File: src/rtl/opfwd_pkg.sv
package opfwd_pkg;
    localparam int IDX_W = 5;

    typedef enum logic [1:0] {
        OPD_REG = 2'b00,
        OPD_WB  = 2'b01,
        OPD_MEM = 2'b10
    } opd_sel_e;
endpackage

File: src/rtl/opfwd_hit.sv
// One qualified index comparison: source equals destination and the
// shared producer qualifier (write enable and nonzero destination) holds.
module opfwd_hit #(
    parameter int IDX_W = 5
) (
    input  logic [IDX_W-1:0] src_idx,
    input  logic [IDX_W-1:0] dst_idx,
    input  logic             dst_qual,
    output logic             hit
);
    always_comb begin
        hit = dst_qual && (src_idx == dst_idx);
    end
endmodule

File: src/rtl/opfwd_ex_pick.sv
// Priority pick for one Execute operand: the younger Memory producer wins.
module opfwd_ex_pick
    import opfwd_pkg::*;
(
    input  logic     hit_mem,
    input  logic     hit_wb,
    output opd_sel_e sel
);
    always_comb begin
        if (hit_mem)     sel = OPD_MEM;
        else if (hit_wb) sel = OPD_WB;
        else             sel = OPD_REG;
    end
endmodule

File: src/rtl/opfwd_unit.sv
module opfwd_unit
    import opfwd_pkg::*;
#(
    parameter int RW = IDX_W
) (
    input  logic [RW-1:0] ex_rs1,
    input  logic [RW-1:0] ex_rs2,
    input  logic [RW-1:0] mem_rs2,
    input  logic [RW-1:0] dec_rs1,
    input  logic [RW-1:0] dec_rs2,
    input  logic [RW-1:0] mem_rd,
    input  logic [RW-1:0] wb_rd,
    input  logic          mem_wr_en,
    input  logic          wb_wr_en,
    input  logic          mem_store,
    input  logic          wb_load,
    output logic [1:0]    ex_sel_a,
    output logic [1:0]    ex_sel_b,
    output logic          mem_st_fwd,
    output logic          dec_fwd1,
    output logic          dec_fwd2
);
    localparam int N_EX  = 2;
    localparam int N_DEC = 2;

    // Producer qualifiers, computed once and shared by every comparison.
    logic mem_qual_d;
    logic wb_qual_d;
    logic ld_qual_d;

    always_comb begin
        mem_qual_d = mem_wr_en && (mem_rd != '0);
        wb_qual_d  = wb_wr_en  && (wb_rd  != '0);
        ld_qual_d  = mem_store && wb_load && (wb_rd != '0);
    end

    logic [RW-1:0] ex_src  [N_EX];
    logic [RW-1:0] dec_src [N_DEC];
    opd_sel_e      ex_sel_d [N_EX];
    logic          dec_hit_d [N_DEC];
    logic          st_hit_d;

    always_comb begin
        ex_src[0]  = ex_rs1;
        ex_src[1]  = ex_rs2;
        dec_src[0] = dec_rs1;
        dec_src[1] = dec_rs2;
    end

    genvar gi;
    generate
        for (gi = 0; gi < N_EX; gi++) begin : g_ex
            logic hit_mem_d;
            logic hit_wb_d;

            opfwd_hit #(.IDX_W(RW)) u_hit_mem (
                .src_idx (ex_src[gi]),
                .dst_idx (mem_rd),
                .dst_qual(mem_qual_d),
                .hit     (hit_mem_d)
            );

            opfwd_hit #(.IDX_W(RW)) u_hit_wb (
                .src_idx (ex_src[gi]),
                .dst_idx (wb_rd),
                .dst_qual(wb_qual_d),
                .hit     (hit_wb_d)
            );

            opfwd_ex_pick u_pick (
                .hit_mem(hit_mem_d),
                .hit_wb (hit_wb_d),
                .sel    (ex_sel_d[gi])
            );
        end

        for (gi = 0; gi < N_DEC; gi++) begin : g_dec
            opfwd_hit #(.IDX_W(RW)) u_hit_dec (
                .src_idx (dec_src[gi]),
                .dst_idx (wb_rd),
                .dst_qual(wb_qual_d),
                .hit     (dec_hit_d[gi])
            );
        end
    endgenerate

    opfwd_hit #(.IDX_W(RW)) u_hit_st (
        .src_idx (mem_rs2),
        .dst_idx (wb_rd),
        .dst_qual(ld_qual_d),
        .hit     (st_hit_d)
    );

    always_comb begin
        ex_sel_a   = ex_sel_d[0];
        ex_sel_b   = ex_sel_d[1];
        mem_st_fwd = st_hit_d;
        dec_fwd1   = dec_hit_d[0];
        dec_fwd2   = dec_hit_d[1];
    end
endmodule

File: config.mk
export PLATFORM = sky130hd
export DESIGN_NAME = opfwd_unit
export DESIGN_NICKNAME = d
export VERILOG_FILES = /design/src/rtl/opfwd_pkg.sv /design/src/rtl/opfwd_hit.sv /design/src/rtl/opfwd_ex_pick.sv /design/src/rtl/opfwd_unit.sv
export SDC_FILE = /design/constraint.sdc
export NUM_CORES = 1
export LEC_CHECK = 0
export BUFFER_PORTS_ARGS = -buffer_cell sky130_fd_sc_hd__buf_2
export CORE_AREA = 3 3 40 42
export DETAILED_ROUTE_END_ITERATION = 6
export DIE_AREA = 0 0 43 45
export PLACE_DENSITY = 0.85
export SLEW_MARGIN = 20
export SYNTH_ARGS = -nofsm -noshare
export SYNTH_HDL_FRONTEND = slang
export SYNTH_SLANG_ARGS = --single-unit
File: constraint.sdc
create_clock -name vclk -period 1.5
set_input_delay 0.225 -clock vclk [all_inputs]
set_output_delay 0.225 -clock vclk [all_outputs]
set_load 0.02 [all_outputs]
==> results.toml <==
[outcome]
status = "finished, violations left"
violations = "negative setup slack"

[timing]
period_share_pct = 109.6
timing.hold.ws_ns = 0.7947
fin_crit_ns = 1.644
setup_ws_ns = -0.1438
setup_violations = 6
timing.fmax_mhz = 608.3
worstMarginPinSlew_ns = 0.3230
finalHoldViolCount = 0
rsz0062_at_grt = "true"
tns_ns = -0.3678
slew_headroom_pct = 78.29
slew_viol_final = 0

[clock_network]
postCtsSetupRepairBufs = 0
cts_hold_buf = 0

[die]
die-area_mm2 = 0.001935
start_util_pct = 38.27
pin_count = 46
fp.coreArea_mm2 = 0.001285
die_h_um = 45
die_width_um = 43
fp-row-count = 13

[placement]
dpl.hpwl_mm = 1.399
routabilityCongestion = 0.9111
place_ws_ns = -0.1037
port_buffers = 46

[finish]
final_nets = 155
final_layout_size_suffix_gt1_share_pct = 60.53
area_delta_synth_final_pct = 77.86
clkbuf_count = 0
final_util_pct = 68.06
seqCellArea_um2 = 0
layout_common_cells = "buf_2, xnor2_1, buf_4, xor2_1, nand3_1"
n_fill_cell = 109
final_common_cell = "buf_2"
n_sequential_cell = 0
n_antenna_cell = 0

[pwr]
vdd_drop_max_v = 0.0001282
p_leak_nw = 0.3953
p_per_area_mw_per_mm2 = 277.1

[logic_synthesis]
synth_fp_nets = 103
ys_seq_area_share_pct = 0
synth_compound_area_share_pct = 3.562
synth_top_family_by_area = "XOR/XNOR gates"
syn_inst = 64
synth-warning-count = 0
synth.cell_area_um2 = 491.7
synth_fa_ha_area_share_pct = 0
synthMuxAreaShare_pct = 0
synthXorXnorAreaFrac_pct = 62.34
yosysUniqueCellTypes = 15
postSynthAreaPerCell_um2 = 7.683
synthSimpleGateAreaFrac_pct = 25.19

[route]
antenna_left = 0
avgRoutedWirePerCell_um = 13.09
route.detailed.drc = 0
dr.pass1.iters = 4
routed-via-count = 619
wl_mm = 1.688
viasPerCell = 4.798
drt_iter0_markers = 2

[global_routing]
grt_pass1_vias = 608
grt_antenna_before_repair = 0
overflow = 0
grt_max_degree = 8
grt_first_pass_wirelength_mm = 2.442
grt_usage_pct = 15.84

[critical_path]
cp_data_required_time_ns = 1.27
cp.arrival_ns = 1.42
cp_max_fo = 2
setup.worst_path.end_class = "primary output"
critical_path.startpoint_type = "input pin"
startpoint = "mem_rd[0]"
worstSetupPathType = "in -> out"

[worst_hold_path]
min-delay-start = "wb_load"
hold_class = "in -> out"

[job]
max_cap_viol_count = 0
[final cells by class]
type                       count  area, um2  area share, %
timing repair buffer          57      347.8          39.77
tap                           15      18.77          2.146
multi-input combinational     57      508.0          58.08
[repair_timing]
action | in CTS | in global routing
gates resized for setup | 5 | 11
endpoints found under the setup margin | 4 | 6
pin swaps | 1 | 2
[where the power goes]
group          total (mW)  internal (mW)  switching, mW
registers               0              0              0
clock network           0              0              0
logic               0.242          0.132          0.110
[layer usage]
layer  vias up  part of all wire (%)  global-route usage, %
li1        314                     -                      -
met1       270                    40                  19.76
met2        35                    50                  31.14
met3         0                   9.7                  1.594
met4         0                     0                      0
met5         -                     0                      0
[critical path, stage by stage]
cell	delay, ns
buf_6	0.09
or4_4	0.54
o21ai_4	0.18
nor4_4	0.07
nor3_2	0.13
buf_4	0.17
[per-stage QoR]
step / std cells / total power, mW / instance area (um2)
finish: 129 / 0.2423 / 874.6
global route: 129 / 0.2632 / 874.6
CTS: 129 / 0.2257 / 814.5
detailed placement: 129 / 0.2186 / 792.0
global placement: 129 / 0.2119 / 792.0
floorplan: 64 / 0.1188 / 504.2
[cells by family after synthesis]
group	after synthesis
xor+xnor	35
buf+inv	7
simple gates	20
compound gates	2
[synth_stat cells]
library cell / n / share of area, %
nor4_1: 4 / 5.1
buf_4: 2 / 3.1
nand4_1: 1 / 1.3
clkbuf_1: 2 / 1.5
xnor2_1: 21 / 37
or4_4: 1 / 2.3
nor3_2: 2 / 4.1
xor2_1: 14 / 25
nand3_1: 7 / 7.1
o21ai_2: 2 / 3.6
nor2_1: 1 / 0.76
buf_2: 2 / 2.0
or4_1: 1 / 1.5
nor3_1: 3 / 3.1
buf_6: 1 / 2.3
[path summary, 6_finish.rpt]
path,end,slack [ns],depth (start not counted)
setup / recovery,ex_sel_b[0],-0.14,6
hold / removal,mem_st_fwd,0.79,4
Note: power is estimated with default switching activity, not from simulation.
